File: src/rtl/i2c_regacc_pkg.sv
package i2c_regacc_pkg;

  typedef enum logic [2:0] {
    ST_IDLE,
    ST_RX,
    ST_PROC,
    ST_WAIT,
    ST_ACK,
    ST_TX,
    ST_MACK
  } st_e;

  localparam logic [7:0] SUB_CTRL   = 8'h00;
  localparam logic [7:0] SUB_DEM_WR = 8'h10;
  localparam logic [7:0] SUB_DEM_RD = 8'h11;
  localparam logic [7:0] SUB_DSP_WR = 8'h12;
  localparam logic [7:0] SUB_DSP_RD = 8'h13;

  localparam logic [15:0] UNMAPPED_RD = 16'hFFFF;

  function automatic logic sub_is_core(input logic [7:0] s);
    return (s == SUB_DEM_WR) || (s == SUB_DEM_RD) || (s == SUB_DSP_WR) || (s == SUB_DSP_RD);
  endfunction

  // write address of each select code; 2'b11 is filtered separately
  function automatic logic [7:0] dev_wr_addr(input logic [1:0] sel);
    case (sel)
      2'b00:   return 8'h80;
      2'b01:   return 8'h84;
      default: return 8'h88;
    endcase
  endfunction

endpackage

File: src/rtl/i2c_line_sync.sv
module i2c_line_sync #(
  parameter int STAGES = 2
) (
  input  logic clk_i,
  input  logic rst_ni,
  input  logic d_i,
  output logic lvl_o,
  output logic rise_o,
  output logic fall_o
);
  logic [STAGES:0] sh_q;

  always_ff @(posedge clk_i or negedge rst_ni) begin
    if (!rst_ni) sh_q <= '1;
    else         sh_q <= {sh_q[STAGES-1:0], d_i};
  end

  assign lvl_o  = sh_q[STAGES-1];
  assign rise_o = sh_q[STAGES-1] & ~sh_q[STAGES];
  assign fall_o = ~sh_q[STAGES-1] & sh_q[STAGES];

endmodule

File: src/rtl/i2c_stretch_timer.sv
module i2c_stretch_timer #(
  parameter int unsigned TMO_CYC = 90000
) (
  input  logic clk_i,
  input  logic rst_ni,
  input  logic run_i,
  output logic tmo_o
);
  localparam int unsigned CW = $clog2(TMO_CYC + 1);

  logic [CW-1:0] cnt_q;

  assign tmo_o = run_i && (cnt_q == CW'(TMO_CYC - 1));

  always_ff @(posedge clk_i or negedge rst_ni) begin
    if (!rst_ni)     cnt_q <= '0;
    else if (!run_i) cnt_q <= '0;
    else if (!tmo_o) cnt_q <= cnt_q + 1'b1;
  end

  AST_TMO_WINDOW: assert property (@(posedge clk_i) disable iff (!rst_ni)
    run_i |-> (cnt_q < CW'(TMO_CYC)));

endmodule

File: src/rtl/i2c_ctrl_flags.sv
module i2c_ctrl_flags (
  input  logic        clk_i,
  input  logic        rst_ni,
  input  logic        srst_i,
  input  logic        rd_i,
  input  logic        err_i,
  output logic [15:0] flags_o,
  output logic        core_rst_o
);
  logic rst_seen_q, err_q;

  always_ff @(posedge clk_i or negedge rst_ni) begin
    if (!rst_ni) begin
      rst_seen_q <= 1'b1;
      err_q      <= 1'b0;
      core_rst_o <= 1'b0;
    end else begin
      core_rst_o <= srst_i;
      if (srst_i) begin
        rst_seen_q <= 1'b1;
        err_q      <= 1'b0;
      end else begin
        if (rd_i)  rst_seen_q <= 1'b0;
        if (err_i) err_q      <= 1'b1;
      end
    end
  end

  assign flags_o = {rst_seen_q, err_q, 14'b0};

  AST_SRST_FLAGS: assert property (@(posedge clk_i) disable iff (!rst_ni)
    srst_i |=> (flags_o[15] && !flags_o[14] && core_rst_o));
  AST_RD_CLEARS: assert property (@(posedge clk_i) disable iff (!rst_ni)
    (rd_i && !srst_i) |=> !flags_o[15]);

endmodule

File: src/rtl/i2c_regacc_fsm.sv
module i2c_regacc_fsm
  import i2c_regacc_pkg::*;
(
  input  logic        clk_i,
  input  logic        rst_ni,
  input  logic        scl_h_i,
  input  logic        scl_rise_i,
  input  logic        scl_fall_i,
  input  logic        sda_h_i,
  input  logic        sda_rise_i,
  input  logic        sda_fall_i,
  input  logic [1:0]  addr_sel_i,
  input  logic        tmo_i,
  output logic        wait_o,
  input  logic [15:0] flags_i,
  output logic        srst_o,
  output logic        flags_rd_o,
  output logic        err_o,
  output logic        scl_oe_o,
  output logic        sda_oe_o,
  output logic        req_o,
  output logic        req_we_o,
  output logic [7:0]  req_sub_o,
  output logic [15:0] req_addr_o,
  output logic [15:0] req_wdata_o,
  input  logic        ready_i,
  input  logic [15:0] rdata_i
);
  st_e         st_q;
  logic [3:0]  bit_cnt_q;
  logic [2:0]  idx_q;
  logic [7:0]  rx_sh_q, tx_sh_q, tx_lo_q, sub_q;
  logic [15:0] addr_q, wdata_q;
  logic        ack_q, ack_hold_q, next_tx_q, tx_second_q, mack_q, err_mode_q;
  logic        req_q, req_we_q;

  logic        start_det, stop_det, addr_hit, sub_known;
  logic [15:0] local_rd;

  assign start_det = sda_fall_i && scl_h_i;
  assign stop_det  = sda_rise_i && scl_h_i;
  assign addr_hit  = (addr_sel_i != 2'b11) && (rx_sh_q[7:1] == dev_wr_addr(addr_sel_i)[7:1]);
  assign sub_known = sub_is_core(sub_q) || (sub_q == SUB_CTRL);
  assign local_rd  = (sub_q == SUB_CTRL) ? flags_i : UNMAPPED_RD;

  always_ff @(posedge clk_i or negedge rst_ni) begin
    if (!rst_ni) begin
      st_q        <= ST_IDLE;
      bit_cnt_q   <= '0;
      idx_q       <= '0;
      rx_sh_q     <= '0;
      tx_sh_q     <= '0;
      tx_lo_q     <= '0;
      sub_q       <= '0;
      addr_q      <= '0;
      wdata_q     <= '0;
      ack_q       <= 1'b0;
      ack_hold_q  <= 1'b0;
      next_tx_q   <= 1'b0;
      tx_second_q <= 1'b0;
      mack_q      <= 1'b0;
      err_mode_q  <= 1'b0;
      req_q       <= 1'b0;
      req_we_q    <= 1'b0;
      srst_o      <= 1'b0;
      flags_rd_o  <= 1'b0;
      err_o       <= 1'b0;
    end else begin
      srst_o     <= 1'b0;
      flags_rd_o <= 1'b0;
      err_o      <= 1'b0;
      ack_hold_q <= 1'b0;
      if (stop_det) begin
        st_q       <= ST_IDLE;
        err_mode_q <= 1'b0;
      end else if (start_det) begin
        st_q      <= ST_RX;
        bit_cnt_q <= '0;
        idx_q     <= '0;
      end else begin
        case (st_q)
          ST_RX: begin
            if (scl_rise_i) begin
              rx_sh_q   <= {rx_sh_q[6:0], sda_h_i};
              bit_cnt_q <= bit_cnt_q + 1'b1;
            end
            if (scl_fall_i && bit_cnt_q == 4'd8) st_q <= ST_PROC;
          end
          ST_PROC: begin
            st_q       <= ST_ACK;
            ack_hold_q <= 1'b1;
            ack_q      <= 1'b1;
            next_tx_q  <= 1'b0;
            if (err_mode_q) ack_q <= 1'b0;
            else begin
              case (idx_q)
                3'd0: begin
                  if (!addr_hit) st_q <= ST_IDLE;
                  else if (rx_sh_q[0]) begin
                    tx_second_q <= 1'b0;
                    if (sub_is_core(sub_q)) begin
                      st_q     <= ST_WAIT;
                      req_q    <= 1'b1;
                      req_we_q <= 1'b0;
                    end else begin
                      next_tx_q  <= 1'b1;
                      tx_sh_q    <= local_rd[15:8];
                      tx_lo_q    <= local_rd[7:0];
                      flags_rd_o <= (sub_q == SUB_CTRL);
                    end
                  end
                end
                3'd1: sub_q         <= rx_sh_q;
                3'd2: addr_q[15:8]  <= rx_sh_q;
                3'd3: addr_q[7:0]   <= rx_sh_q;
                3'd4: begin
                  wdata_q[15:8] <= rx_sh_q;
                  ack_q         <= sub_known;
                end
                3'd5: begin
                  wdata_q[7:0] <= rx_sh_q;
                  if (sub_q == SUB_CTRL) srst_o <= wdata_q[15];
                  else if (sub_is_core(sub_q)) begin
                    st_q     <= ST_WAIT;
                    req_q    <= 1'b1;
                    req_we_q <= 1'b1;
                  end else ack_q <= 1'b0;
                end
                default: ack_q <= 1'b0;
              endcase
            end
          end
          ST_WAIT: begin
            if (ready_i) begin
              req_q      <= 1'b0;
              ack_q      <= 1'b1;
              ack_hold_q <= 1'b1;
              st_q       <= ST_ACK;
              next_tx_q  <= !req_we_q;
              if (!req_we_q) begin
                tx_sh_q <= rdata_i[15:8];
                tx_lo_q <= rdata_i[7:0];
              end
            end else if (tmo_i) begin
              req_q      <= 1'b0;
              ack_q      <= 1'b0;
              ack_hold_q <= 1'b1;
              err_mode_q <= 1'b1;
              err_o      <= 1'b1;
              next_tx_q  <= 1'b0;
              st_q       <= ST_ACK;
            end
          end
          ST_ACK: begin
            if (scl_fall_i) begin
              bit_cnt_q <= '0;
              if (next_tx_q) st_q <= ST_TX;
              else begin
                st_q <= ST_RX;
                if (idx_q != 3'd6) idx_q <= idx_q + 1'b1;
              end
            end
          end
          ST_TX: begin
            if (scl_fall_i) begin
              if (bit_cnt_q == 4'd7) st_q <= ST_MACK;
              else begin
                tx_sh_q   <= {tx_sh_q[6:0], 1'b1};
                bit_cnt_q <= bit_cnt_q + 1'b1;
              end
            end
          end
          ST_MACK: begin
            if (scl_rise_i) mack_q <= !sda_h_i;
            if (scl_fall_i) begin
              if (mack_q && !tx_second_q) begin
                tx_sh_q     <= tx_lo_q;
                tx_second_q <= 1'b1;
                bit_cnt_q   <= '0;
                st_q        <= ST_TX;
              end else st_q <= ST_IDLE;
            end
          end
          default: ;
        endcase
      end
    end
  end

  assign wait_o      = (st_q == ST_WAIT);
  assign scl_oe_o    = (st_q == ST_PROC) || (st_q == ST_WAIT) || ((st_q == ST_ACK) && ack_hold_q);
  assign sda_oe_o    = ((st_q == ST_ACK) && ack_q) || ((st_q == ST_TX) && !tx_sh_q[7]);
  assign req_o       = req_q;
  assign req_we_o    = req_we_q;
  assign req_sub_o   = sub_q;
  assign req_addr_o  = addr_q;
  assign req_wdata_o = wdata_q;

  AST_REQ_HOLD: assert property (@(posedge clk_i) disable iff (!rst_ni)
    (req_o && !ready_i && !tmo_i) |=> req_o);
  AST_REQ_STABLE: assert property (@(posedge clk_i) disable iff (!rst_ni)
    (req_o && !ready_i) |=> ($stable(req_addr_o) && $stable(req_wdata_o) && $stable(req_sub_o) && $stable(req_we_o)));
  AST_REQ_STRETCH: assert property (@(posedge clk_i) disable iff (!rst_ni)
    req_o |-> scl_oe_o);
  AST_TMO_RELEASE: assert property (@(posedge clk_i) disable iff (!rst_ni)
    (wait_o && tmo_i && !ready_i) |-> ##2 (!scl_oe_o && !sda_oe_o && !req_o));
  AST_ERR_QUIET: assert property (@(posedge clk_i) disable iff (!rst_ni)
    err_mode_q |-> !sda_oe_o);

endmodule

File: src/rtl/i2c_regacc_slave.sv
module i2c_regacc_slave #(
  parameter int unsigned TMO_CYC     = 90000,
  parameter int          SYNC_STAGES = 2
) (
  input  logic        clk_i,
  input  logic        rst_ni,
  input  logic        scl_i,
  input  logic        sda_i,
  input  logic [1:0]  addr_sel_i,
  output logic        scl_oe_o,
  output logic        sda_oe_o,
  output logic        req_o,
  output logic        req_we_o,
  output logic [7:0]  req_sub_o,
  output logic [15:0] req_addr_o,
  output logic [15:0] req_wdata_o,
  input  logic        req_ready_i,
  input  logic [15:0] req_rdata_i,
  output logic        core_rst_o
);
  logic scl_h, scl_rise, scl_fall, sda_h, sda_rise, sda_fall;
  logic tmo, wait_run, srst, flags_rd, err_set;
  logic [15:0] flags;

  i2c_line_sync #(.STAGES(SYNC_STAGES)) u_scl_sync (
    .clk_i(clk_i), .rst_ni(rst_ni), .d_i(scl_i),
    .lvl_o(scl_h), .rise_o(scl_rise), .fall_o(scl_fall)
  );

  i2c_line_sync #(.STAGES(SYNC_STAGES)) u_sda_sync (
    .clk_i(clk_i), .rst_ni(rst_ni), .d_i(sda_i),
    .lvl_o(sda_h), .rise_o(sda_rise), .fall_o(sda_fall)
  );

  i2c_stretch_timer #(.TMO_CYC(TMO_CYC)) u_timer (
    .clk_i(clk_i), .rst_ni(rst_ni), .run_i(wait_run), .tmo_o(tmo)
  );

  i2c_ctrl_flags u_flags (
    .clk_i(clk_i), .rst_ni(rst_ni), .srst_i(srst), .rd_i(flags_rd), .err_i(err_set),
    .flags_o(flags), .core_rst_o(core_rst_o)
  );

  i2c_regacc_fsm u_fsm (
    .clk_i(clk_i), .rst_ni(rst_ni),
    .scl_h_i(scl_h), .scl_rise_i(scl_rise), .scl_fall_i(scl_fall),
    .sda_h_i(sda_h), .sda_rise_i(sda_rise), .sda_fall_i(sda_fall),
    .addr_sel_i(addr_sel_i), .tmo_i(tmo), .wait_o(wait_run),
    .flags_i(flags), .srst_o(srst), .flags_rd_o(flags_rd), .err_o(err_set),
    .scl_oe_o(scl_oe_o), .sda_oe_o(sda_oe_o),
    .req_o(req_o), .req_we_o(req_we_o), .req_sub_o(req_sub_o),
    .req_addr_o(req_addr_o), .req_wdata_o(req_wdata_o),
    .ready_i(req_ready_i), .rdata_i(req_rdata_i)
  );

endmodule

File: config.mk
export PLATFORM = sky130hd
export DESIGN_NAME = i2c_regacc_slave
export DESIGN_NICKNAME = d
export VERILOG_FILES = /design/src/rtl/i2c_regacc_pkg.sv /design/src/rtl/i2c_line_sync.sv /design/src/rtl/i2c_stretch_timer.sv /design/src/rtl/i2c_ctrl_flags.sv /design/src/rtl/i2c_regacc_fsm.sv /design/src/rtl/i2c_regacc_slave.sv
export SDC_FILE = /design/constraint.sdc
export NUM_CORES = 1
export LEC_CHECK = 0
export ABC_AREA = 1
export BUFFER_PORTS_ARGS = -buffer_cell sky130_fd_sc_hd__clkbuf_2
export CORE_MARGIN = 4
export CORE_UTILIZATION = 51
export DETAILED_ROUTE_END_ITERATION = 12
export PLACE_DENSITY = 0.72
export SLEW_MARGIN = 0
export SYNTH_ARGS = -nofsm -noshare
export SYNTH_HDL_FRONTEND = slang
export SYNTH_SLANG_ARGS = --single-unit
File: constraint.sdc
create_clock -name clk_i -period 3.9 [get_ports clk_i]
set_input_delay 0.78 -clock clk_i [delete_from_list [all_inputs] [get_ports clk_i]]
set_output_delay 0.78 -clock clk_i [all_outputs]
set_load 0.05 [all_outputs]
==> results of run 1 <==
==> worst max-delay path by stage <==
stage | end | slack, ps | depth (start not counted)
floorplan | sda_oe_o | 1280 | 4
global placement | sda_oe_o | 1640 | 6
detailed placement | sda_oe_o | 1560 | 6
CTS | sda_oe_o | 1100 | 6
global route | sda_oe_o | 950 | 6
finish | sda_oe_o | 1080 | 6
==> cell type report <==
type | count | area share, %
flip-flops and latches | 111 | 45.72
multi-input cells | 486 | 38.25
repair buffers | 69 | 5.995
inverters | 69 | 4.250
well taps | 136 | 2.792
clock buffers | 9 | 2.032
clock inverters | 7 | 0.9649
==> per-layer routing <==
| layer | vias to the layer above | track usage, % | wire length, um |
|---|---|---|---|
| li1 | 2345 | - | - |
| met5 | - | 0 | 0 |
| met2 | 163 | 34.82 | 6199 |
| met1 | 2255 | 28.79 | 5652 |
| met4 | 0 | 6.407 | 229 |
| met3 | 28 | 6.467 | 938 |
==> cell usage after synthesis, drive strengths merged <==
library cell,n
nand3b,1
a21oi,20
nor2,78
nor3,12
o22ai,2
a211oi,6
nand4,11
dfstp,7
nor4,3
xnor2,2
buf,14
a31oi,2
or2,2
ha,8
inv,69
o21a,1
o2111ai,1
nand2,194
a2bb2oi,1
o21bai,1
nor3b,3
xor2,3
dfrtp,104
o21ai,87
clkbuf,1
nand3,48
==> flip-flops by register name (all words and copies together) (netlist names), 3 cells and up <==
name               count
u_fsm.bit_cnt_q        4
u_fsm.rx_sh_q          8
u_fsm.req_wdata_o     16
u_fsm.st_q             3
u_fsm.req_sub_o        8
u_sda_sync.sh_q        3
u_fsm.req_addr_o      16
u_fsm.tx_sh_q          8
u_timer.cnt_q         17
u_fsm.idx_q            3
u_scl_sync.sh_q        3
u_fsm.tx_lo_q          8
==> cells in the final DEF (no fill, tap or decap), types with 5 or more instances in the layout <==
master,instances
inv_2,9
o21ai_1,15
ha_1,8
o21ai_2,8
nor2_1,74
inv_1,60
clkbuf_8,9
a211oi_1,6
nand3_2,5
nor3_1,9
a21oi_1,19
nand3_1,43
nand2_1,193
dfstp_2,7
o21ai_0,64
dfrtp_1,104
nand4_1,10
clkbuf_2,66
==> where the power goes <==
group,internal (mW),leakage (nW),switching (mW)
Clock,0.246,0.0982,0.416
Combinational,0.286,1.41,0.684
Sequential,1.30,1.50,0.127
Total,1.84,3.01,1.23
==> logic make-up after synthesis <==
group                      count (synthesis)  synth area share, %
and+or+nand+nor                          352                27.68
AOI/OAI and AO/OA                        121                12.29
DFF                                      111                50.98
buffers and inverters                     84                6.410
adders and majority gates                  8                1.832
xor gates and xnor gates                   5               0.8014
==> per-stage QoR <==
stage	std cells	setup slack, ps
global route	887	947.3
CTS	887	1105
global placement	871	1636
floorplan	681	1284
finish	887	1082
detailed placement	871	1560
==> worst max-delay path, cell delays in order, from the launching register on <==
cell and delay [ps]:
dfrtp_1 490, inv_2 140, nand2_1 100, nor2_1 430
nand2_1 90, o21ai_0 100, clkbuf_2 300
==> flow_summary.yaml, run 1 <==
outcome:
  status: "finished clean"
placement:
  routabilityCongestion: 0.9392
  place_hpwl_um: 9348
  placed_area_mm2: 0.005912
  io_buffers: 67
worst_setup_path:
  required_ps: 3120
  worstPathMaxFanout: 7
  r2r_setup_slack_ps: 1490
  crit_type: "reg2out"
  crit_arrival_ps: 2040
  cp-start-kind: "register"
  r2r_start: "u_fsm.st_q[0]"
  critPathLaunch: "u_fsm.st_q[0]"
  reg2reg_to: "u_fsm.tx_sh_q[3]"
  worstSetupEndpointType: "primary output"
  ff2ff_path_depth: 9
clocking:
  cts_tree: "yes"
  htree_levels: 3
  cts_setup_buffers: 0
  clock_path_buffers: 2
  clockRootBuffer: "clkbuf_8"
  cts_sinks: 111
  hold_buffers: 0
  clkSlewWorstSetupHoldPaths_ps: 100
  numCtsBuffers: 9
  clock_latency_ps: 390
  cts-resized-gates: 0
cells_and_area:
  fillers: 966
  design_area_mm2: 0.006095
  drive_gt1_share_pct: 16.78
  syn_to_final_growth_pct: 11.52
  finalNetCount: 777
  fin_util_pct: 58.77
  antenna_cells: 0
  multiInputGateArea_mm2: 0.002331
  seqCellArea_mm2: 0.002786
timing:
  relSlewSlack_pct: 32.78
  setup_viol: 0
  tightest_slew_ps: 1005
  slew_viol_final: 0
  post-route-period-util_pct: 72.27
  hold_violations: 0
  fin_skew_ps: 17.98
  setup-tns-final_ps: 0
  max_freq_mhz: 354.8
  whs_ps: 366.4
  rsz0062_at_grt: "false"
  min_period_ps: 2818
hold_path:
  min_to: "u_scl_sync.sh_q[1]"
  hold_path_class: "reg2reg"
  min_from: "u_scl_sync.sh_q[0]"
  whs_path_depth: 0
routing:
  wl_um: 13020
  ant_nets: 0
  wl_per_cell_um: 14.68
  vias: 4791
  dr.pass1.iters: 6
  viasPerCell: 5.401
  drc: 0
  drt_iter0_markers: 478
floorplanning:
  die_x_um: 111.5
  die_h_um: 111.5
  coreArea_mm2: 0.01037
  pin_count: 68
  die_area_mm2: 0.01244
  start_util_pct: 52.70
  rows: 37
global_route:
  gr-total-overflow: 0
  grt_util_all_layers_pct: 21.72
  grt_max_degree: 112
  antenna_found_initial: 0
  grt_pass1_wl_um: 22040
  grt_pass1_vias: 4545
synth:
  synth_cell_types: 38
  ys_seq_elements: 111
  synthesis.nets: 712
  synth_top_area_cell: "dfrtp_1"
  yosysWarnings: 0
  yosysSeqAreaShare_pct: 50.98
  mappedNetlistArea_mm2: 0.005465
  syn_avg_cell_area_um2: 8.025
  synth_top_area_share_pct: 47.62
  syn_inst: 681
  synth_area_leaders: "dfrtp_1 48%, nand2_1 13%, o21ai_0 5.9%"
power:
  power_density_mw_per_mm2: 502.7
  ir_worst_vdd_mv: 0.3504
  p_leak_nw: 3.005
  p_total_mw: 3.064
job:
  maxCapViolCount: 0
Note: power is estimated with default switching activity, not from simulation.
==> run 2: changes to the inputs <==
clock period = 2.8 ns   (was 3.9 ns; I/O delays follow)
==> run 2 against run 1 <==
Against the previous run: die area is the same; flip-flop and latch count is the same; first-iteration DRC count shrank 22%; sequential share of layout area shrank 0.18 points; clock skew shrank 1.5 ps; final area grew 0.39%; sequential power grew 40%; setup slack lost 860 ps; final cell count grew 0.23%; highest routed layer unchanged; critical path depth is the same; total power grew 40%.
==> flow_summary.yaml, run 2 (synthesized netlist as in run 1, its figures left out) <==
worst_setup_path:
  crit_chain: "inv_2 > nand2_1 > nor2_1 > nand2_1 > o21ai_0 > clkbuf_2"
  crit_arrival_ps: 2020
  r2r_start: "u_fsm.idx_q[0]"
  r2r_setup_slack_ps: 480
  ff2ff_path_depth: 11
  crit_path_end: "sda_oe_o"
  crit_path_max_incr_delay_ps: 490
  required_ps: 2240
  worst_path_max_delay_cell: "dfrtp_1"
  crit_cells: 6
  critPathLaunch: "u_fsm.st_q[0]"
  worstPathMaxFanout: 7
  cpLargestDelayFamily: "simple AND/OR/NAND/NOR gates"
  crit_top_cell: "nand2_1"
  worstSetupEndpointType: "primary output"
  worst-path-buf-inv: 2
  crit_type: "reg2out"
  cp-start-kind: "register"
  reg2reg_to: "u_fsm.tx_sh_q[6]"
timing:
  relSlewSlack_pct: 59.78
  rsz0062_at_grt: "false"
  post-route-period-util_pct: 91.97
  setup-tns-final_ps: 0
  hold_violations: 0
  fin_skew_ps: 16.44
  setup_viol: 0
  min_period_ps: 2575
  whs_ps: 117.4
  tightest_slew_ps: 601.6
  slew_viol_final: 0
  layout_setup_ws_ps: 224.8
  max_freq_mhz: 388.3
clocking:
  cts_tree: "yes"
  cts_setup_buffers: 0
  clkSlewWorstSetupHoldPaths_ps: 110
  htree_levels: 3
  clock_latency_ps: 400
  hold_buffers: 0
  numCtsBuffers: 9
  cts-resized-gates: 0
  clock_path_buffers: 2
  clockRootBuffer: "clkbuf_8"
  cts_sinks: 111
routing:
  wl_um: 13100
  viasPerCell: 5.318
  ant_nets: 0
  wl_per_cell_um: 14.73
  drt_iter0_markers: 374
  dr.pass1.iters: 7
  drc: 0
  vias: 4728
power:
  power.net_switching_mw: 1.706
  seqPwrFrac_pct: 46.5
  ir_worst_vdd_mv: 0.4528
  swShare_pct: 39.74
  power_density_mw_per_mm2: 701.8
  intPower_mw: 2.587
  p_leak_nw: 3.019
  pwr-share-clk_pct: 22.4
  power_frac_comb_pct: 31.2
global_route:
  grt_util_all_layers_pct: 21.79
  gr-total-overflow: 0
  grt_pass1_vias: 4538
  grt_max_degree: 43
  grt_pass1_wl_um: 21930
  antenna_found_initial: 0
floorplanning:
  die_area_mm2: 0.01244
  die_h_um: 111.5
  rows: 37
  die_x_um: 111.5
  start_util_pct: 52.70
  pin_count: 68
  coreArea_mm2: 0.01037
cells_and_area:
  layout_commonest_cell: "nand2_1"
  syn_to_final_growth_pct: 11.95
  finalNetCount: 779
  final_cells: 889
  regMostFlops: "u_timer.cnt_q"
  antenna_cells: 0
  drive_gt1_share_pct: 17.00
  most-common-layout-cells: "193 x nand2_1, 104 x dfrtp_1, 74 x nor2_1"
  largest_register_ff_count: 17
job:
  maxCapViolCount: 0
placement:
  place_ws_ps: 548.3
  place_hpwl_um: 9594
  io_buffers: 67
  routabilityCongestion: 0.9203
  place_inst: 873
outcome:
  status: "finished clean"
hold_path:
  hold_path_class: "in2async"
==> run 2: changes by cell type in the layout (fill, tap and decap cells not counted), sizes merged <==
cell,change
buf,+2
clkbuf,+1
clkinv,-1
==> run 2: routing by layer <==
layer / global-route usage (%) / vias up / share of wire (%)
li1: - / 2345 / -
met1: 28.12 / 2220 / 45
met2: 35.87 / 144 / 47
met3: 7.120 / 19 / 6.7
met4: 5.353 / 0 / 1.3
met5: 0 / - / 0
==> run 2: through the flow <==
stage / total power [mW] / cell area [um2] / util, %
floorplan: 3.023 / 5465 / -
global placement: 3.305 / 5927 / 57.15
detailed placement: 3.351 / 5927 / 57.15
CTS: 4.316 / 6118 / 59.00
global route: 4.609 / 6118 / 59.00
finish: 4.294 / 6118 / 59.00
==> run 2: layout make-up <==
type                    instances  area (um2)
clock buffers                  10       137.6
well taps                     136       170.2
fillers                       965        4252
inverters                      69       259.0
clock inverters                 6       53.80
multi-input cells             486        2331
flip-flops and latches        111        2786
repair buffers                 71       380.4
==> run 2: worst min path at each step <==
stage,start,to,slack (ps),depth (start not counted)
6_report,rst_ni,u_fsm.req_wdata_o[4],120,1
5_1_grt,rst_ni,u_fsm.req_wdata_o[4],120,1
3_5_place_dp,u_sda_sync.sh_q[0],u_sda_sync.sh_q[1],350,0
3_3_place_gp,u_scl_sync.sh_q[0],u_scl_sync.sh_q[1],350,0
2_1_floorplan,rst_ni,u_flags.core_rst_o,260,0
4_1_cts,rst_ni,u_fsm.req_wdata_o[4],130,1
==> run 2: power groups by stage <==
stage / logic (mW) / registers, mW / clock network [mW]
floorplan: 1.02 / 2.00 / 0
global placement: 1.29 / 2.01 / 0
detailed placement: 1.33 / 2.02 / 0
CTS: 1.34 / 1.99 / 0.989
global route: 1.51 / 2.02 / 1.07
finish: 1.34 / 2.00 / 0.960
